$ cat config.mk
export PLATFORM = sky130hd
export DESIGN_NAME = lens_mbox
export DESIGN_NICKNAME = d
export VERILOG_FILES = /design/src/rtl/lens_mbox_pkg.sv /design/src/rtl/lens_cmd_buf.sv /design/src/rtl/lens_reply_fifo.sv /design/src/rtl/lens_link_ctrl.sv /design/src/rtl/lens_mbox.sv
export SDC_FILE = /design/constraint.sdc
export NUM_CORES = 1
export LEC_CHECK = 0
export ABC_CLOCK_PERIOD_IN_PS = 3400
export BUFFER_PORTS_ARGS = -buffer_cell sky130_fd_sc_hd__buf_2
export CAP_MARGIN = 10
export CORE_UTILIZATION = 35
export CTS_CLUSTER_DIAMETER = 30
export DETAILED_ROUTE_END_ITERATION = 12
export SLEW_MARGIN = 20
export SYNTH_ARGS = -nofsm -noshare
export SYNTH_HDL_FRONTEND = slang
export SYNTH_HIERARCHICAL = 1
export SYNTH_SLANG_ARGS = --single-unit
$ cat constraint.sdc
create_clock -name clk -period 3.4 [get_ports clk]
set_clock_uncertainty 0.15 [all_clocks]
set_input_delay 0.51 -clock clk [delete_from_list [all_inputs] [get_ports clk]]
set_output_delay 0.51 -clock clk [all_outputs]
set_load 0.005 [all_outputs]
$ cat src/rtl/lens_mbox_pkg.sv
package lens_mbox_pkg;

    localparam int BYTE_W   = 8;
    localparam int CMD_LEN  = 4;
    localparam int CNT_FLD  = 6;

    typedef enum logic [1:0] {
        SEL_CTRL  = 2'd0,
        SEL_SETUP = 2'd1,
        SEL_DATA  = 2'd2,
        SEL_NONE  = 2'd3
    } reg_sel_e;

    typedef enum logic [1:0] {
        LNK_IDLE = 2'd0,
        LNK_SEND = 2'd1,
        LNK_WAIT = 2'd2
    } lnk_state_e;

    typedef struct packed {
        logic [CNT_FLD-1:0] count;
        logic               done;
        logic               go;
    } ctrl_view_t;

    function automatic logic [BYTE_W-1:0] pack_ctrl(input logic [CNT_FLD-1:0] cnt,
                                                    input logic done);
        ctrl_view_t v;
        v.count = cnt;
        v.done  = done;
        v.go    = 1'b0;
        return v;
    endfunction

endpackage

$ cat src/rtl/lens_cmd_buf.sv
module lens_cmd_buf #(
    parameter int W     = 8,
    parameter int SLOTS = 4
) (
    input  logic         clk,
    input  logic         rst,
    input  logic         wr_en,
    input  logic [W-1:0] wr_data,
    input  logic         restart,
    input  logic         sending,
    input  logic         tx_ready,
    output logic         tx_valid,
    output logic [W-1:0] tx_data,
    output logic         last_taken
);
    localparam int IDX_W = (SLOTS > 1) ? $clog2(SLOTS) : 1;
    localparam logic [IDX_W-1:0] LAST_IDX = IDX_W'(SLOTS - 1);

    logic [W-1:0]     slot_q [SLOTS];
    logic [IDX_W-1:0] wptr_q;
    logic [IDX_W-1:0] tidx_q;
    logic             take;

    assign tx_valid   = sending;
    assign tx_data    = slot_q[tidx_q];
    assign take       = tx_valid && tx_ready;
    assign last_taken = take && (tidx_q == LAST_IDX);

    always_ff @(posedge clk) begin
        if (rst) begin
            wptr_q <= '0;
        end else if (restart) begin
            wptr_q <= '0;
        end else if (wr_en) begin
            wptr_q <= (wptr_q == LAST_IDX) ? '0 : wptr_q + 1'b1;
        end
    end

    generate
        for (genvar s = 0; s < SLOTS; s++) begin : g_slot
            always_ff @(posedge clk) begin
                if (rst) begin
                    slot_q[s] <= '0;
                end else if (wr_en && !restart && (wptr_q == IDX_W'(s))) begin
                    slot_q[s] <= wr_data;
                end
            end
        end
    endgenerate

    always_ff @(posedge clk) begin
        if (rst) begin
            tidx_q <= '0;
        end else if (restart) begin
            tidx_q <= '0;
        end else if (take) begin
            tidx_q <= (tidx_q == LAST_IDX) ? '0 : tidx_q + 1'b1;
        end
    end

    AST_TX_HOLD: assert property (@(posedge clk) disable iff (rst)
        (tx_valid && !tx_ready) |=> (tx_valid && $stable(tx_data)))
        else $error("tx byte changed while stalled");

endmodule

$ cat src/rtl/lens_reply_fifo.sv
module lens_reply_fifo #(
    parameter int W     = 8,
    parameter int DEPTH = 63
) (
    input  logic                       clk,
    input  logic                       rst,
    input  logic                       flush,
    input  logic                       push,
    input  logic [W-1:0]               push_data,
    input  logic                       pop,
    output logic [W-1:0]               head,
    output logic [$clog2(DEPTH+1)-1:0] count,
    output logic                       full,
    output logic                       empty
);
    localparam int CNT_W = $clog2(DEPTH + 1);
    localparam int PTR_W = (DEPTH > 1) ? $clog2(DEPTH) : 1;
    localparam logic [PTR_W-1:0] PTR_LAST = PTR_W'(DEPTH - 1);

    logic [W-1:0]     mem_q [DEPTH];
    logic [PTR_W-1:0] wp_q, rp_q;
    logic [CNT_W-1:0] cnt_q;
    logic             do_push, do_pop;

    assign full    = (cnt_q == CNT_W'(DEPTH));
    assign empty   = (cnt_q == '0);
    assign count   = cnt_q;
    assign head    = empty ? '0 : mem_q[rp_q];
    assign do_push = push && !full;
    assign do_pop  = pop && !empty;

    always_ff @(posedge clk) begin
        if (do_push && !flush) begin
            mem_q[wp_q] <= push_data;
        end
    end

    always_ff @(posedge clk) begin
        if (rst || flush) begin
            wp_q  <= '0;
            rp_q  <= '0;
            cnt_q <= '0;
        end else begin
            if (do_push) wp_q <= (wp_q == PTR_LAST) ? '0 : wp_q + 1'b1;
            if (do_pop)  rp_q <= (rp_q == PTR_LAST) ? '0 : rp_q + 1'b1;
            case ({do_push, do_pop})
                2'b10:   cnt_q <= cnt_q + 1'b1;
                2'b01:   cnt_q <= cnt_q - 1'b1;
                default: cnt_q <= cnt_q;
            endcase
        end
    end

    AST_NO_OVERFLOW: assert property (@(posedge clk) disable iff (rst)
        push |-> !full)
        else $error("push offered to a full reply fifo");

    AST_POP_DEC: assert property (@(posedge clk) disable iff (rst)
        (pop && !empty && !push && !flush) |=> (count == $past(count) - 1'b1))
        else $error("pop did not lower the count");

endmodule

$ cat src/rtl/lens_link_ctrl.sv
module lens_link_ctrl
    import lens_mbox_pkg::*;
(
    input  logic clk,
    input  logic rst,
    input  logic send_req,
    input  logic last_taken,
    input  logic rx_end,
    output logic send_accept,
    output logic busy,
    output logic sending,
    output logic waiting,
    output logic done
);
    lnk_state_e state_q, state_d;
    logic       done_q;

    assign send_accept = send_req && (state_q == LNK_IDLE);
    assign busy        = (state_q != LNK_IDLE);
    assign sending     = (state_q == LNK_SEND);
    assign waiting     = (state_q == LNK_WAIT);
    assign done        = done_q;

    always_comb begin
        state_d = state_q;
        unique case (state_q)
            LNK_IDLE: if (send_req)   state_d = LNK_SEND;
            LNK_SEND: if (last_taken) state_d = LNK_WAIT;
            LNK_WAIT: if (rx_end)     state_d = LNK_IDLE;
            default:                  state_d = LNK_IDLE;
        endcase
    end

    always_ff @(posedge clk) begin
        if (rst) begin
            state_q <= LNK_IDLE;
            done_q  <= 1'b0;
        end else begin
            state_q <= state_d;
            if (send_accept) begin
                done_q <= 1'b0;
            end else if (waiting && rx_end) begin
                done_q <= 1'b1;
            end
        end
    end

    AST_DONE_IDLE: assert property (@(posedge clk) disable iff (rst)
        done |-> !busy)
        else $error("completion flag set during a transfer");

    AST_BUSY_IGNORE: assert property (@(posedge clk) disable iff (rst)
        (waiting && send_req && !rx_end) |=> waiting)
        else $error("start request disturbed a pending reply");

endmodule

$ cat src/rtl/lens_mbox.sv
module lens_mbox
    import lens_mbox_pkg::*;
#(
    parameter int FIFO_DEPTH = 63
) (
    input  logic              clk,
    input  logic              rst,
    input  logic              reg_wr,
    input  logic              reg_rd,
    input  logic [1:0]        reg_addr,
    input  logic [BYTE_W-1:0] reg_wdata,
    output logic [BYTE_W-1:0] reg_rdata,
    output logic              tx_valid,
    output logic [BYTE_W-1:0] tx_data,
    input  logic              tx_ready,
    input  logic              rx_valid,
    input  logic [BYTE_W-1:0] rx_data,
    input  logic              rx_end,
    output logic              rx_ready
);
    localparam int CNT_W = $clog2(FIFO_DEPTH + 1);

    reg_sel_e          sel;
    logic              send_req, send_accept, setup_wr, pop, push;
    logic              busy, sending, waiting, done, last_taken;
    logic              fifo_full, fifo_empty;
    logic [BYTE_W-1:0] fifo_head;
    logic [CNT_W-1:0]  fifo_count;

    assign sel      = reg_sel_e'(reg_addr);
    assign send_req = reg_wr && (sel == SEL_CTRL) && reg_wdata[0];
    assign setup_wr = reg_wr && (sel == SEL_SETUP) && !busy;
    assign pop      = reg_rd && (sel == SEL_DATA);
    assign rx_ready = waiting && !fifo_full;
    assign push     = rx_valid && rx_ready;

    lens_link_ctrl u_ctrl (
        .clk         (clk),
        .rst         (rst),
        .send_req    (send_req),
        .last_taken  (last_taken),
        .rx_end      (rx_end),
        .send_accept (send_accept),
        .busy        (busy),
        .sending     (sending),
        .waiting     (waiting),
        .done        (done)
    );

    lens_cmd_buf #(.W(BYTE_W), .SLOTS(CMD_LEN)) u_cmd (
        .clk        (clk),
        .rst        (rst),
        .wr_en      (setup_wr),
        .wr_data    (reg_wdata),
        .restart    (send_accept),
        .sending    (sending),
        .tx_ready   (tx_ready),
        .tx_valid   (tx_valid),
        .tx_data    (tx_data),
        .last_taken (last_taken)
    );

    lens_reply_fifo #(.W(BYTE_W), .DEPTH(FIFO_DEPTH)) u_fifo (
        .clk       (clk),
        .rst       (rst),
        .flush     (send_accept),
        .push      (push),
        .push_data (rx_data),
        .pop       (pop),
        .head      (fifo_head),
        .count     (fifo_count),
        .full      (fifo_full),
        .empty     (fifo_empty)
    );

    always_comb begin
        unique case (sel)
            SEL_CTRL: reg_rdata = pack_ctrl(CNT_FLD'(fifo_count), done);
            SEL_DATA: reg_rdata = fifo_head;
            default:  reg_rdata = '0;
        endcase
    end

    AST_SEND_CLEARS: assert property (@(posedge clk) disable iff (rst)
        send_accept |=> (fifo_count == '0 && !done))
        else $error("start did not clear count and flag");

    AST_RX_ONLY_WAIT: assert property (@(posedge clk) disable iff (rst)
        push |-> (busy && !sending))
        else $error("reply byte stored outside the reply phase");

    AST_EMPTY_ZERO: assert property (@(posedge clk) disable iff (rst)
        (sel == SEL_DATA && fifo_empty) |-> (reg_rdata == '0))
        else $error("empty data read not zero");

endmodule

==> impl_metrics.ini <==
[floorplanning]
num_rows = 93
start_util = 0.356
ios = 43
core_mm2 = 0.0648
die-height_um = 259
die_area_mm2 = 0.0669
chipWidth_um = 259

[worst_setup_path]
rr_startpoint = u_fifo/count[0]$_SDFFE_PP0P_
worst-endpoint-arrival_ps = 3100
rrSetupSlack_ps = 170
cp_cell_sequence = buf_12, buf_12, mux4_2, mux4_2, a22oi_2, buf_6, nand3_4, mux2i_2, nor2_1, buf_2
r2r_end = u_fifo/count[4]$_SDFFE_PP0P_
r2r_cells = 14
crit_required_ps = 2740
cp-start-kind = flip-flop
worst_path_max_delay_cell = mux4_2
cp-end-kind = output port
slowest_delay_ps = 520
critPathKind = reg2out
crit_fanout = 5

[grt]
grt_pass1_vias = 12900
grt_max_degree = 64
grt_util_all_layers = 0.166
antenna_found_initial = 0
grt_pass1_wl_um = 82500
grt_overflow = 0

[clocking]
cts_tree = done
numCtsBuffers = 107
clockBufferDepth = 3
clk_pin_slew_worst_paths_ps = 40
htreeDepth = 3
insertion_delay_ps = 640
cts_root_buffer = clkbuf_16
cts_sinks = 569
cts_hold_buf = 0

[sta]
slew_headroom = 0.308
min_period_over_period = 1.11
final.setup.tns_ps = -2420
layout_setup_ws_ps = -363
worst_slew_pin_slew_ps = 1040
grt_setup_unrepaired = true
fmax_mhz = 266
slew_viol_final = 0
hold_viol = 0
min_period_ps = 3760
whs_ps = 38.0
finalSetupViolCount = 8

[status]
outcome = complete, but fails checks
violations = negative setup slack

[drt]
drt_iter0_drc = 1188
vias_per_cell = 5.18
wl_um = 55100
vias = 12500
route.antenna.remaining_nets = 0
routedWlPerCell_um = 22.8
dr.pass1.iters = 5
route.detailed.drc = 0

[power_and_ir_drop]
leakagePower_nw = 9.65
p_per_area_mw_per_mm2 = 633
ir_worst_vdd_mv = 0.366

[min_path]
whs_path_depth = 2
min_delay_worst_endpoint = u_cmd/slot_q[3][2]$_SDFFCE_PN0P_
min_path_type = in2reg
min_from = reg_wdata[2]

[synthesis]
yosysSeqAreaShare = 0.726
synth_area_mm2 = 0.0231
synthAdderAreaFrac = 0.00846
postSynthAreaPerCell_um2 = 18.9
synthesis.nets = 1262
synth_compound_gate_area_share = 0.0297
synth_enable_flop_cells = 536
synth_flop_cell = edfxtp_1
synth_top_area_cell = edfxtp_1
synthArstFlopShare = 0
synth_simple_gate_area_frac = 0.0616
synth_xor_area_frac = 0.00418
synth-seq-cells = 569
synthMuxAreaShare = 0.150
yosys-top-cells-area = edfxtp_1 (70%), mux4_2 (12%), dfxtp_1 (2.9%)
netlist.area_leader.share = 0.698
synth_top_family_by_area = multiplexers
netlist-cell-type-count = 68
ys_warn_count = 6
synthCells = 1222

[run]
maxCapViolCount = 0

[finish]
insertedDiodeCount = 0
layout-drive-gt1-share = 0.360
syn2layout_area_growth_pct = 27.3
finalInstanceArea_mm2 = 0.0294
nNetsFinal = 1502

[placement]
place_congestion = 0.839
placed_area_mm2 = 0.0249
dp_hpwl_um = 33200
portBuffers = 42
preCtsSetupSlack_ps = 107
-- metrics by stage --
stage	total power, mW	cells	utilization
3_3_place_gp	8.01	2168	0.384
5_1_grt	19.1	2412	0.453
6_report	18.6	2412	0.453
3_5_place_dp	8.02	2168	0.384
2_1_floorplan	7.87	1222	-
4_1_cts	18.7	2394	0.449
-- synth_stat cells, types with 2 or more instances --
library cell and count:
or3_1 3, a211oi_1 4, buf_2 22, a22oi_1 14, nor2_1 91, nand2_1 52
xor2_1 8, nor2b_1 12, o22ai_1 13, clkbuf_8 7, and2b_2 2, and4bb_2 6
dfxtp_1 33, o221ai_1 2, o211ai_1 8, nand2b_1 13, o21bai_1 2, o31a_1 2
buf_4 6, xnor2_1 3, clkbuf_1 15, buf_6 5, a211o_1 5, a21o_1 4
and3_1 2, mux4_1 11, o21ai_0 16, ha_1 14, and2_1 34, nand3b_1 3
nand4_1 7, nor3_1 18, mux2i_1 40, nand3_1 12, mux4_2 119, mux2_2 9
a21bo_2 2, and3b_2 3, edfxtp_1 536, a21oi_1 16, or2_2 7, a31oi_1 4
inv_1 12
-- power breakdown --
part / leakage (nW) / total [mW] / switching [mW] / internal [mW]
registers: 5.13 / 7.70 / 0.00676 / 7.69
clock network: 1.78 / 10.7 / 3.50 / 7.20
logic: 2.74 / 0.193 / 0.145 / 0.0477
-- layout by cell type (no fill, tap or decap), types with 12 or more instances in the layout --
cell / Yosys / layout
dfxtp_1: 33 / 29
mux4_2: 119 / 126
a21oi_1: 16 / 14
bufinv_16: 0 / 18
clkinv_2: 0 / 16
nor3_1: 18 / 17
ha_1: 14 / 14
nor2_1: 91 / 91
mux2i_1: 40 / 36
buf_4: 6 / 120
o21ai_0: 16 / 15
clkbuf_16: 0 / 111
edfxtp_1: 536 / 536
clkinv_1: 0 / 24
and2_1: 34 / 34
clkinvlp_4: 0 / 14
nand2_1: 52 / 51
buf_2: 22 / 40
inv_1: 12 / 12
nand2b_1: 13 / 13
-- worst max-delay path, delay by kind of cell, from the launching register on --
kind / cells / cell delay [ps]
flip-flops: 1 / 380
AND/OR/NAND/NOR: 2 / 140
multiplexers: 3 / 1200
buffers and inverters: 4 / 530
AO/OA/AOI/OAI: 1 / 230
-- kinds of logic (layout without fill, tap and decap cells) --
group	after synthesis	after routing
DFF	569	569
adders and majority gates	15	15
AOI/OAI and AO/OA	100	100
muxes	179	179
xor gates and xnor gates	11	11
and+or+nand+nor	276	276
buffers and inverters	72	407
-- final cells by class --
type                            count  area (um^2)
Clock buffer                      118         2760
Clock inverter                     86          953
Fill cell                        5456        35500
Inverter                           13         48.8
Multi-Input combinational cell    581         6070
Sequential cell                   569        16800
Tap cell                          855         1070
Timing Repair Buffer              190         1690
-- registers in the layout, summed over array words and instances, names as in the netlist, named ones only --
signal	flops
u_cmd/slot_q	32
u_cmd/tidx_q	2
u_cmd/wptr_q	2
u_ctrl/done	1
u_ctrl/state_q	2
u_fifo/count	6
u_fifo/mem_q	504
u_fifo/rp_q	6
u_fifo/wp_q	6
-- what timing repair did --
item | 4_1_cts | 5_1_grt
gates resized for setup | 53 | 22
endpoints found under the setup margin | 8 | 8
cloned | 4 | 2
pin swaps | 13 | 16
setup buffers | 18 | 17
-- worst max-delay path by stage --
stage	to	slack [ps]	cells after the start
floorplan	u_fifo/count[4]$_SDFFE_PP0P_	350	10
detailed placement	reg_rdata[7]	110	8
global route	reg_rdata[1]	-460	11
CTS	reg_rdata[7]	-390	9
global placement	reg_rdata[7]	70	8
finish	reg_rdata[2]	-360	10
-- per-layer routing --
| layer | vias up | GRT usage | wire (um) |
|---|---|---|---|
| met5 | - | 0 | 0 |
| met4 | 0 | 0.0495 | 1250 |
| met3 | 105 | 0.0385 | 3500 |
| met2 | 455 | 0.267 | 26700 |
| met1 | 6479 | 0.226 | 23600 |
| li1 | 5458 | - | - |
(Power assumes the default switching activity.)
